$ cat config.mk
export PLATFORM = sky130hd
export DESIGN_NAME = hist_out_formatter
export DESIGN_NICKNAME = d
export VERILOG_FILES = /design/src/rtl/hist_fmt_pkg.sv /design/src/rtl/hist_fmt_ctrl.sv /design/src/rtl/hist_fmt_dp.sv /design/src/rtl/hist_out_formatter.sv
export SDC_FILE = /design/constraint.sdc
export NUM_CORES = 1
export LEC_CHECK = 0
export BUFFER_PORTS_ARGS = -buffer_cell sky130_fd_sc_hd__buf_4
export CAP_MARGIN = 40
export CORE_MARGIN = 2
export CORE_UTILIZATION = 30
export CTS_CLUSTER_DIAMETER = 120
export CTS_CLUSTER_SIZE = 12
export DETAILED_ROUTE_END_ITERATION = 10
export GPL_TIMING_DRIVEN = 0
export SLEW_MARGIN = 25
export SYNTH_ARGS = -nofsm -noshare
export SYNTH_HDL_FRONTEND = slang
export SYNTH_SLANG_ARGS = --single-unit
export TNS_END_PERCENT = 30
$ cat constraint.sdc
create_clock -name clk -period 11.7 [get_ports clk]
set_input_delay 1.755 -clock clk [delete_from_list [all_inputs] [get_ports clk]]
set_output_delay 1.755 -clock clk [all_outputs]
set_load 0.005 [all_outputs]
$ cat src/rtl/hist_fmt_pkg.sv
package hist_fmt_pkg;
  typedef struct packed {
    logic take;     // a valid bin is being consumed this cycle
    logic restart;  // the running sum restarts from this bin
  } fmtCtrl_t;
endpackage

$ cat src/rtl/hist_fmt_ctrl.sv
module hist_fmt_ctrl
  import hist_fmt_pkg::*;
(
  input  logic     clk,
  input  logic     rstN,
  input  logic     binValid,
  input  logic     sweepStart,
  output fmtCtrl_t ctrl,
  output logic     outValid
);
  always_comb begin
    ctrl.take    = binValid;
    ctrl.restart = binValid & sweepStart;
  end

  always_ff @(posedge clk) begin
    if (!rstN) outValid <= 1'b0;
    else       outValid <= binValid;
  end
endmodule

$ cat src/rtl/hist_fmt_dp.sv
module hist_fmt_dp
  import hist_fmt_pkg::*;
#(
  parameter int COUNT_W = 24,
  parameter int OUT_W   = 9,
  parameter int SHIFT_W = 4
) (
  input  logic               clk,
  input  logic               rstN,
  input  fmtCtrl_t           ctrl,
  input  logic [COUNT_W-1:0] binCount,
  input  logic               eqEn,
  input  logic [SHIFT_W-1:0] shiftAmt,
  input  logic               satEn,
  output logic [OUT_W-1:0]   outData
);
  localparam int NUM_SHIFT = 2 ** SHIFT_W;

  logic [COUNT_W-1:0] accQ;
  logic [COUNT_W-1:0] accBase;
  logic [COUNT_W:0]   sumWide;
  logic [COUNT_W-1:0] sumSat;
  logic [COUNT_W-1:0] picked;
  logic [OUT_W-1:0]   winSel [NUM_SHIFT];
  logic [NUM_SHIFT-1:0] ovfSel;
  logic [OUT_W-1:0]   result;

  always_comb begin
    accBase = ctrl.restart ? '0 : accQ;
    sumWide = {1'b0, accBase} + {1'b0, binCount};
    sumSat  = sumWide[COUNT_W] ? '1 : sumWide[COUNT_W-1:0];
    picked  = eqEn ? sumSat : binCount;
  end

  // one window and one overflow detector per shift position
  for (genvar g = 0; g < NUM_SHIFT; g++) begin : g_win
    assign winSel[g] = picked[g +: OUT_W];
    if (g + OUT_W < COUNT_W) begin : g_hi
      assign ovfSel[g] = |picked[COUNT_W-1:g+OUT_W];
    end else begin : g_top
      assign ovfSel[g] = 1'b0;
    end
  end

  always_comb begin
    if (satEn && ovfSel[shiftAmt]) result = '1;
    else                           result = winSel[shiftAmt];
  end

  always_ff @(posedge clk) begin
    if (!rstN) begin
      accQ    <= '0;
      outData <= '0;
    end else if (ctrl.take) begin
      accQ    <= sumSat;
      outData <= result;
    end
  end
endmodule

$ cat src/rtl/hist_out_formatter.sv
module hist_out_formatter
  import hist_fmt_pkg::*;
#(
  parameter int COUNT_W = 24,
  parameter int OUT_W   = 9,
  parameter int SHIFT_W = 4
) (
  input  logic               clk,
  input  logic               rstN,
  input  logic               binValid,
  input  logic [COUNT_W-1:0] binCount,
  input  logic               sweepStart,
  input  logic               eqEn,
  input  logic [SHIFT_W-1:0] shiftAmt,
  input  logic               satEn,
  output logic               outValid,
  output logic [OUT_W-1:0]   outData
);
  fmtCtrl_t ctrl;

  hist_fmt_ctrl ctrl_i (
    .clk(clk), .rstN(rstN), .binValid(binValid), .sweepStart(sweepStart),
    .ctrl(ctrl), .outValid(outValid)
  );

  hist_fmt_dp #(.COUNT_W(COUNT_W), .OUT_W(OUT_W), .SHIFT_W(SHIFT_W)) dp_i (
    .clk(clk), .rstN(rstN), .ctrl(ctrl), .binCount(binCount), .eqEn(eqEn),
    .shiftAmt(shiftAmt), .satEn(satEn), .outData(outData)
  );
endmodule

==> results_dict.tcl, run 1 <==
set metrics [dict create \
    grt_max_degree 11 \
    cts_resized 0 \
    p_sw_share_pct 41.88 \
    async_reset_ff_share_pct 0 \
    placed_area_sq_um 4763 \
    start_util_pct 30.56 \
    fmax_mhz 148.3 \
    die_area_sq_um 15050 \
    critPathSlowestCell "a2111oi_0" \
    final_cell_mix "a21oi_1, nor2_1, o21ai_0" \
    postRouteAntennaNets 0 \
    firstDrtPassIters 5 \
    die_h_um 122.7 \
    cts_tree "done" \
    hpwl_mm 13.18 \
    min_period_ps 6742 \
    syn_inst 588 \
    rsz0062_at_grt "no" \
    clkTransAtPathRegs_ps 50 \
    clk_latency_ps 290 \
    port_buffers 41 \
    cts_buffers 5 \
    cp_common_cell "a211oi_1" \
    drv_slew 0 \
    ys_warn_count 0 \
    drt-wirelength-per-cell_um 20.13 \
    dr_total_vias 4982 \
    syn_nets 647 \
    clock_sinks 34 \
    htree_num_levels 2 \
    worstSetupPathType "input pin to flip-flop" \
    hold_viol 0 \
    hold_buffers 0 \
    synth_seq_area_share_pct 16.11 \
    p_per_area_nw_per_um2 119.5 \
    wl_mm 16.42 \
    reg2reg_depth 14 \
    combPwrFrac_pct 50.1 \
    synth_seq_cells 34 \
    post_cts_buffers 0 \
    final_area_sq_um 4932 \
    clock_skew_ps 6.586 \
    maxCapViolCount 0 \
    grt-ovfl-total 0 \
    avgSynthCellArea_sq_um 7.186 \
    root_buffer "clkbuf_16" \
    p_clk_share_pct 27.1 \
    p_sw_mw 0.2468 \
    io_pins 44 \
    grt_usage_pct 21.88 \
    worst_setup_path_end_kind "flip-flop" \
    viasPerCell 6.105 \
    grt_pass1_wl_mm 25.62 \
    p_int_mw 0.3426 \
    top_usage_layer "met2" \
    worst_setup_path_start_kind "input pin" \
    synth_edf_count 0 \
    clk_path_buf_depth 2 \
    p_leak_nw 1.934 \
    min_period_over_period_pct 57.62 \
    place_congestion 0.9626 \
    setup_viol 0 \
    dieWidth_um 122.7 \
    hp-class "flip-flop to flip-flop" \
    drive_gt1_share_pct 14.31 \
    synth_cell_types 80 \
    ir_worst_vdd_mv 0.05192 \
    grt_use_met1_pct 31.30 \
    first_iter_violations 471 \
    synth_ff_type "dfxtp_1" \
    final.setup.tns_ps 0 \
    num_rows 43 \
    synth_area_sq_um 4225 \
    worstPathMaxFanout 10 \
    grt_pass1_vias 4688 \
    max_stage_delay_ps 460 \
    worst_pin_slew_ps 852.6 \
    crit_chain "buf_4, clkbuf_1, nand2_1, clkbuf_1, and2_1, ha_1, fa_1, a211oi_1, o21ai_0, a2bb2oi_1, a211oi_1, o32a_1, a211oi_1, nor2_1, o21a_1, a2111oi_0, a211o_1, a21oi_1" \
    met2_usage_pct 33.49 \
    diodes 0 \
    worstPathArrival_ps 6890 \
    pwr-share-seq_pct 22.8 \
    syn_to_final_growth_pct 16.73 \
    status "completed" \
    required_ps 11850 \
    min_delay_path_depth 1 \
    grt_util_met3_pct 3.857 \
    antenna_found_initial 0 \
    core_area_sq_um 13830 \
    drc 0 \
    fin_nets 695 \
    slew_headroom_pct 42.44 \
    final_util_pct 35.67 \
]
-- power by group through the flow --
| stage | clock network, mW | registers (mW) | logic, mW |
|---|---|---|---|
| 4_1_cts | 0.162 | 0.134 | 0.289 |
| 3_5_place_dp | 0 | 0.137 | 0.287 |
| 2_1_floorplan | 0 | 0.136 | 0.202 |
| 5_1_grt | 0.166 | 0.136 | 0.321 |
| 3_3_place_gp | 0 | 0.136 | 0.283 |
| 6_report | 0.159 | 0.135 | 0.295 |
-- critical path: cells and delay by family --
kind / cells / cell delay (ps)
fa+ha+maj: 2 / 640
buf+inv: 3 / 870
compound gates: 10 / 2930
simple gates: 3 / 700
-- stage by stage --
stage | instances | setup slack [ps] | hold slack, ps | power [mW]
6_report | 816 | 4958 | 478.0 | 0.5894
2_1_floorplan | 588 | 6167 | 446.1 | 0.3380
5_1_grt | 816 | 4580 | 523.4 | 0.6239
3_5_place_dp | 809 | 4789 | 472.4 | 0.4239
4_1_cts | 816 | 5072 | 483.2 | 0.5849
3_3_place_gp | 809 | 4848 | 459.2 | 0.4196
-- registers in the layout, summed over array words and instances, names as in the netlist --
name,cells
ctrl_i.outValid,1
dp_i.accQ,24
dp_i.outData,9
-- final timing paths --
check | startpoint | end | slack, ps
max | binValid | dp_i.outData[6]$_SDFFE_PN0P_ | 4960
min | dp_i.accQ[0]$_SDFFE_PN0P_ | dp_i.accQ[0]$_SDFFE_PN0P_ | 480
max reg2reg | dp_i.accQ[0]$_SDFFE_PN0P_ | dp_i.outData[6]$_SDFFE_PN0P_ | 7490
min reg2reg | dp_i.accQ[0]$_SDFFE_PN0P_ | dp_i.accQ[0]$_SDFFE_PN0P_ | 480
-- logic make-up after synthesis --
family / after synthesis / share of synthesized area, %
buffers and inverters: 55 / 5.537
and+or+nand+nor: 198 / 23.75
AOI/OAI and AO/OA: 256 / 42.67
muxes: 5 / 1.244
xor gates and xnor gates: 15 / 3.109
DFF: 34 / 16.11
adders and majority gates: 25 / 7.581
-- synthesized netlist by cell type (4+ instances only) --
library cell	n	area, sq um
a211o_1	4	35.03
a211oi_1	12	90.09
a21o_1	13	97.59
a21oi_1	55	275.3
a221o_1	4	40.04
a311oi_1	4	35.03
a31oi_1	17	106.4
and2_1	34	212.7
and3_1	8	50.05
buf_2	7	35.03
clkbuf_1	32	120.1
dfxtp_1	34	680.7
ha_1	24	300.3
inv_1	11	41.29
nand2_1	47	176.4
nand3_1	5	25.02
nand4_1	7	43.79
nor2_1	55	206.5
nor3_1	18	90.09
o211ai_1	13	97.59
o21ai_0	48	240.2
o21ai_1	4	20.02
o21bai_1	4	30.03
o221a_2	4	45.04
o22a_1	4	35.03
o22ai_1	11	68.82
o311ai_0	4	35.03
o31ai_1	4	30.03
o32ai_1	7	61.31
or3_1	4	25.02
xnor2_1	6	52.55
xor2_1	9	78.83
-- final cells by class --
| class | instances | area (sq um) |
|---|---|---|
| Clock inverter | 1 | 30.03 |
| Buffer | 43 | 188.9 |
| Clock buffer | 6 | 138.9 |
| Fill cell | 1486 | 8895 |
| Sequential cell | 34 | 680.7 |
| Tap cell | 180 | 225.2 |
| Multi-Input combinational cell | 499 | 3316 |
| Timing Repair Buffer | 41 | 307.8 |
| Inverter | 12 | 45.04 |
-- routing by layer --
| layer | routed length [um] | vias up |
|---|---|---|
| met5 | 0 | - |
| met4 | 397 | 0 |
| met3 | 1273 | 40 |
| met2 | 7273 | 215 |
| met1 | 7479 | 2373 |
| li1 | - | 2354 |
Note: power is estimated with default switching activity, not from simulation.
==> run 2: changes to the inputs <==
ABC_AREA = 1   (was unset)
clock period = 6.4 ns   (was 11.7 ns; I/O delays follow)
==> results_dict.tcl, run 2 <==
set metrics [dict create \
    status "completed" \
    async_reset_ff_share_pct 0 \
    rsz0062_at_grt "no" \
    required_ps 6580 \
    reg2reg_depth 21 \
    worst-path-stages 24 \
    firstDrtPassIters 5 \
    worstSetupPathType "input pin to flip-flop" \
    p_leak_nw 2.914 \
    syn_nets 944 \
    synth_common_cells "nand2_1, inv_1, nor2_1, nand3_1, o21ai_0" \
    post_cts_buffers 0 \
    hpwl_mm 13.32 \
    final.setup.tns_ps 0 \
    layout_commonest_cell "nand2_1" \
    hold_buffers 0 \
    num_rows 46 \
    drive_gt1_share_pct 14.55 \
    ys_warn_count 0 \
    postRouteAntennaNets 0 \
    setup_viol 0 \
    p_per_area_nw_per_um2 192.0 \
    crit_chain "clkbuf_1, nand2_1, inv_1, buf_1, nor2_1, ha_1, fa_1, nand2_1, nand2_1, nand3_1, nand2_2, nand2_2, nand3_2, buf_6, nor2_1, o21ai_2, a21oi_1, nand3_1, nor2_1, nor2_1, nand3_2, nand3_2, nand2_4, a21oi_2" \
    min_period_ps 4741 \
    hold_viol 0 \
    reg2reg_to "dp_i.outData[3]$_SDFFE_PN0P_" \
    cts_buffers 5 \
    first_iter_violations 380 \
    synth_seq_area_share_pct 14.30 \
    hp-class "flip-flop to flip-flop" \
    clock_sinks 34 \
    fin_nets 993 \
    root_buffer "clkbuf_16" \
    place_congestion 0.9482 \
    worstPathMaxFanout 10 \
    grt_usage_pct 19.41 \
    final_cell_mix "nand2_1, inv_1, nor2_1" \
    crit_path_end "dp_i.outData[3]$_SDFFE_PN0P_" \
    clock_skew_ps 8.252 \
    fmax_mhz 210.9 \
    largest-register "dp_i.accQ" \
    num-fill-cells 1810 \
    grt_pass1_wl_mm 25.65 \
    fin_ws_ps 1659 \
    wl_met1_mm 7.667 \
    clk_path_buf_depth 2 \
    wl_mm 16.09 \
    synth_edf_count 0 \
    hold-worst-slack_ps 514.3 \
    worstPathArrival_ps 4920 \
    diodes 0 \
    finalPower_mw 1.059 \
    max_stage_delay_ps 450 \
    cts_tree "done" \
    slew_headroom_pct 57.59 \
    r2r_setup_slack_ps 3060 \
    wl_met3_mm 1.069 \
    clkTransAtPathRegs_ps 60 \
    min_period_over_period_pct 74.07 \
    worst_pin_slew_ps 636.2 \
    placed_area_sq_um 5345 \
    port_buffers 42 \
    synth_area_leaders "nand2_1, dfxtp_1, inv_1, nand3_1, nor2_1" \
    maxCapViolCount 0 \
    syn_to_final_growth_pct 15.88 \
    worst_setup_path_start_kind "input pin" \
    drc 0 \
    die_h_um 130.0 \
    syn_inst 885 \
    antenna_found_initial 0 \
    synth_seq_cells 34 \
    cts_resized 0 \
    dr_total_vias 5579 \
    cp_common_cell "nor2_1" \
    grt_pass1_vias 5015 \
    wl_met2_mm 6.977 \
    dp_slack_ps 1330 \
    start_util_pct 30.29 \
    reg.largest.list "dp_i.accQ (24), dp_i.outData (9), ctrl_i.outValid (1)" \
    htree_num_levels 2 \
    core_area_sq_um 15710 \
    avgSynthCellArea_sq_um 5.378 \
    grt-ovfl-total 0 \
    critPathSlowestCell "buf_1" \
    ir_worst_vdd_mv 0.1049 \
    top_layer_used "met4" \
    synth_ff_type "dfxtp_1" \
    clk_latency_ps 290 \
    cp-startpoint "binValid" \
    synth_top_area_cell "nand2_1" \
    die_area_sq_um 16890 \
    io_pins 44 \
    final_area_sq_um 5515 \
    synth_cell_types 38 \
    reg2reg_from "dp_i.accQ[0]$_SDFFE_PN0P_" \
    synth_area_sq_um 4760 \
    drt-wirelength-per-cell_um 13.98 \
    critical_path.top_delay_family "simple AND/OR/NAND/NOR gates" \
    yosysMostFrequentCell "nand2_1" \
    dieWidth_um 130.0 \
    largest_register_ffs 24 \
    viasPerCell 4.847 \
    drv_slew 0 \
    worst_setup_path_end_kind "flip-flop" \
    crit_buf_inv 4 \
    grt_max_degree 13 \
    yosysTopAreaCellShare_pct 22.16 \
]
-- run 2: how the worst min path moves through the flow --
| stage | from | end | slack, ps | cells past startpoint |
|---|---|---|---|---|
| CTS | dp_i.accQ[5]$_SDFFE_PN0P_ | dp_i.accQ[5]$_SDFFE_PN0P_ | 520 | 2 |
| global placement | dp_i.accQ[5]$_SDFFE_PN0P_ | dp_i.accQ[5]$_SDFFE_PN0P_ | 490 | 2 |
| global route | dp_i.accQ[1]$_SDFFE_PN0P_ | dp_i.accQ[1]$_SDFFE_PN0P_ | 540 | 2 |
| floorplan | dp_i.accQ[16]$_SDFFE_PN0P_ | dp_i.accQ[16]$_SDFFE_PN0P_ | 480 | 2 |
| finish | dp_i.accQ[16]$_SDFFE_PN0P_ | dp_i.accQ[16]$_SDFFE_PN0P_ | 510 | 2 |
| detailed placement | dp_i.accQ[5]$_SDFFE_PN0P_ | dp_i.accQ[5]$_SDFFE_PN0P_ | 500 | 2 |
-- run 2: tightest hold or removal path, cell delays in order (launching register included) --
cell and delay (ps):
dfxtp_1 320, o21ai_0 70, nor2_1 90
-- run 2: cell families after synthesis --
group	share of synthesized area, %
AND/OR/NAND/NOR	47.34
flip-flops	14.30
buffers and inverters	14.96
multiplexers	0.2103
adder cells (fa/ha/maj)	6.730
XOR/XNOR	1.656
AO/OA/AOI/OAI	14.80
-- run 2: report_power, final --
group	internal [mW]	switching (mW)	total, mW	leakage [nW]
clock network	0.184	0.103	0.287	0.0760
logic	0.179	0.347	0.526	2.55
registers	0.235	0.0102	0.245	0.283
total	0.598	0.461	1.06	2.91
-- run 2: metal layers --
layer | GRT usage [%] | up-vias
li1 | - | 2873
met5 | 0 | -
met3 | 2.788 | 32
met4 | 5.440 | 0
met2 | 30.92 | 180
met1 | 27.33 | 2494
-- run 2: cell type report --
cell class	instances	area [sq um]	area share [%]
clock inverters	3	45.04	0.8167
well taps	216	270.3	4.900
repair buffers	42	315.3	5.717
clock buffers	5	125.1	2.269
plain buffers	33	152.6	2.768
multi-input cells	669	3367	61.05
flip-flops and latches	34	680.7	12.34
inverters	149	559.3	10.14
-- run 2: stage by stage --
step / util [%] / instances
floorplan: - / 885
finish: 35.10 / 1151
detailed placement: 34.02 / 1143
global placement: 34.02 / 1143
CTS: 35.10 / 1151
global route: 35.10 / 1151
==> run 3: changes to the inputs <==
clock period = 4.2 ns   (was 6.4 ns; I/O delays follow)
==> results_dict.tcl, run 3 (same netlist as run 2, synthesis figures left out) <==
set metrics [dict create \
    critPathSlowestCell "fa_1" \
    dp.cells 1143 \
    status "completed" \
    largest-register "dp_i.accQ" \
    root_buffer "clkbuf_16" \
    cts_buffers 5 \
    worst_setup_path_start_kind "input pin" \
    firstDrtPassIters 6 \
    drc 0 \
    clock_sinks 34 \
    met2_usage_pct 30.92 \
    postRouteAntennaNets 0 \
    p_leak_nw 2.920 \
    final_cell_mix "nand2_1, inv_1, nor2_1" \
    dr_total_vias 5573 \
    start_util_pct 30.29 \
    io_pins 44 \
    grt_pass1_wl_mm 25.65 \
    placed_area_sq_um 5345 \
    hold-worst-slack_ps 514.3 \
    final_area_sq_um 5524 \
    worstPathMaxFanout 10 \
    worstPathArrival_ps 4080 \
    die_area_sq_um 16890 \
    maxCapViolCount 0 \
    num_rows 46 \
    hpwl_mm 13.32 \
    first_iter_violations 380 \
    required_ps 4380 \
    port_buffers 42 \
    p_per_area_nw_per_um2 292.4 \
    hp-class "flip-flop to flip-flop" \
    hold_viol 0 \
    fmax_mhz 256.5 \
    grt_use_met1_pct 27.33 \
    post_cts_buffers 0 \
    layout_commonest_cell "nand2_1" \
    r2r_setup_slack_ps 890 \
    syn_to_final_growth_pct 16.06 \
    cts_tree "done" \
    crit_buf_inv 4 \
    clock_skew_ps 7.929 \
    wl_mm 16.10 \
    top_usage_layer "met2" \
    num-fill-cells 1808 \
    dp_slack_ps -540.0 \
    min_period_ps 3898 \
    cp_common_cell "nor2_1" \
    largest_register_ffs 24 \
    setup_viol 0 \
    grt_usage_pct 19.41 \
    reg2reg_from "dp_i.accQ[0]$_SDFFE_PN0P_" \
    clk_path_buf_depth 2 \
    grt_pass1_vias 5015 \
    grt_max_degree 13 \
    slew_headroom_pct 56.77 \
    final_util_pct 35.16 \
    reg.largest.list "dp_i.accQ (24), dp_i.outData (9), ctrl_i.outValid (1)" \
    die_h_um 130.0 \
    worst_pin_slew_ps 648.4 \
    crit_chain "clkbuf_2, nand2_1, inv_2, buf_6, nor2_1, ha_1, fa_1, nand2_1, nand2_1, nand3_1, nand2_2, nand2_2, nand3_2, buf_6, nor2_1, o21ai_2, a21oi_1, nand3_1, nor2_1, nor2_1, nand3_2, nand3_2, nand2_4, a21oi_2" \
    grt_util_met3_pct 2.788 \
    min_period_over_period_pct 92.81 \
    drv_slew 0 \
    rsz0062_at_grt "no" \
    core_area_sq_um 15710 \
    worstSetupPathType "input pin to flip-flop" \
    final_cells 1151 \
    fin_ws_ps 301.8 \
    htree_num_levels 2 \
    drive_gt1_share_pct 14.87 \
    clkTransAtPathRegs_ps 60 \
    dieWidth_um 130.0 \
    worst_setup_path_end_kind "flip-flop" \
    fin_nets 993 \
    diodes 0 \
    min_from "dp_i.accQ[16]$_SDFFE_PN0P_" \
    cp-startpoint "binValid" \
    critical_path.top_delay_family "simple AND/OR/NAND/NOR gates" \
    antenna_found_initial 0 \
    viasPerCell 4.842 \
    grt-ovfl-total 0 \
    clk_latency_ps 290 \
    max_stage_delay_ps 420 \
    ir_worst_vdd_mv 0.1601 \
    place_congestion 0.9482 \
    drt-wirelength-per-cell_um 13.98 \
]
## run 3: per-stage QoR
stage,total power [mW],setup TNS [ps]
6_report,1.615,0
3_3_place_gp,1.173,-4657
5_1_grt,1.746,0
4_1_cts,1.617,0
2_1_floorplan,0.9520,0
3_5_place_dp,1.174,-4844
## run 3: path summary, 6_finish.rpt
check                                      end  cells past startpoint
setup / recovery  dp_i.outData[3]$_SDFFE_PN0P_                     24
hold / removal      dp_i.accQ[16]$_SDFFE_PN0P_                      2
setup reg to reg  dp_i.outData[3]$_SDFFE_PN0P_                     21
hold reg to reg     dp_i.accQ[16]$_SDFFE_PN0P_                      2
## run 3: power by group
part           total (mW)  internal (mW)  switching [mW]
clock network       0.438          0.280           0.158
registers           0.374          0.358          0.0155
logic               0.804          0.274           0.529
## run 3: what timing repair did
action / 4_1_cts / 5_1_grt
resized for setup: 2 / 5
setup endpoints to repair: 9 / 9
hold buffers: 0 / 0
## run 3: per-layer routing
metal  vias to the layer above  wire (um)
li1                       2873          -
met1                      2493       7736
met2                       177       6976
met3                        30       1021
met4                         0        363
met5                         -          0
## run 3: tightest hold or removal path, stage by stage (launching register included)
cell and delay (ps):
dfxtp_1 320, o21ai_0 70, nor2_1 90
## run 3: area by class of cell
class | count | area, sq um | share of cell area [%]
multi-input combinational | 669 | 3367 | 60.95
sequential | 34 | 680.7 | 12.32
inverter | 149 | 559.3 | 10.12
timing repair buffer | 42 | 315.3 | 5.708
tap | 216 | 270.3 | 4.892
buffer | 33 | 161.4 | 2.922
clock buffer | 5 | 125.1 | 2.265
clock inverter | 3 | 45.04 | 0.8154
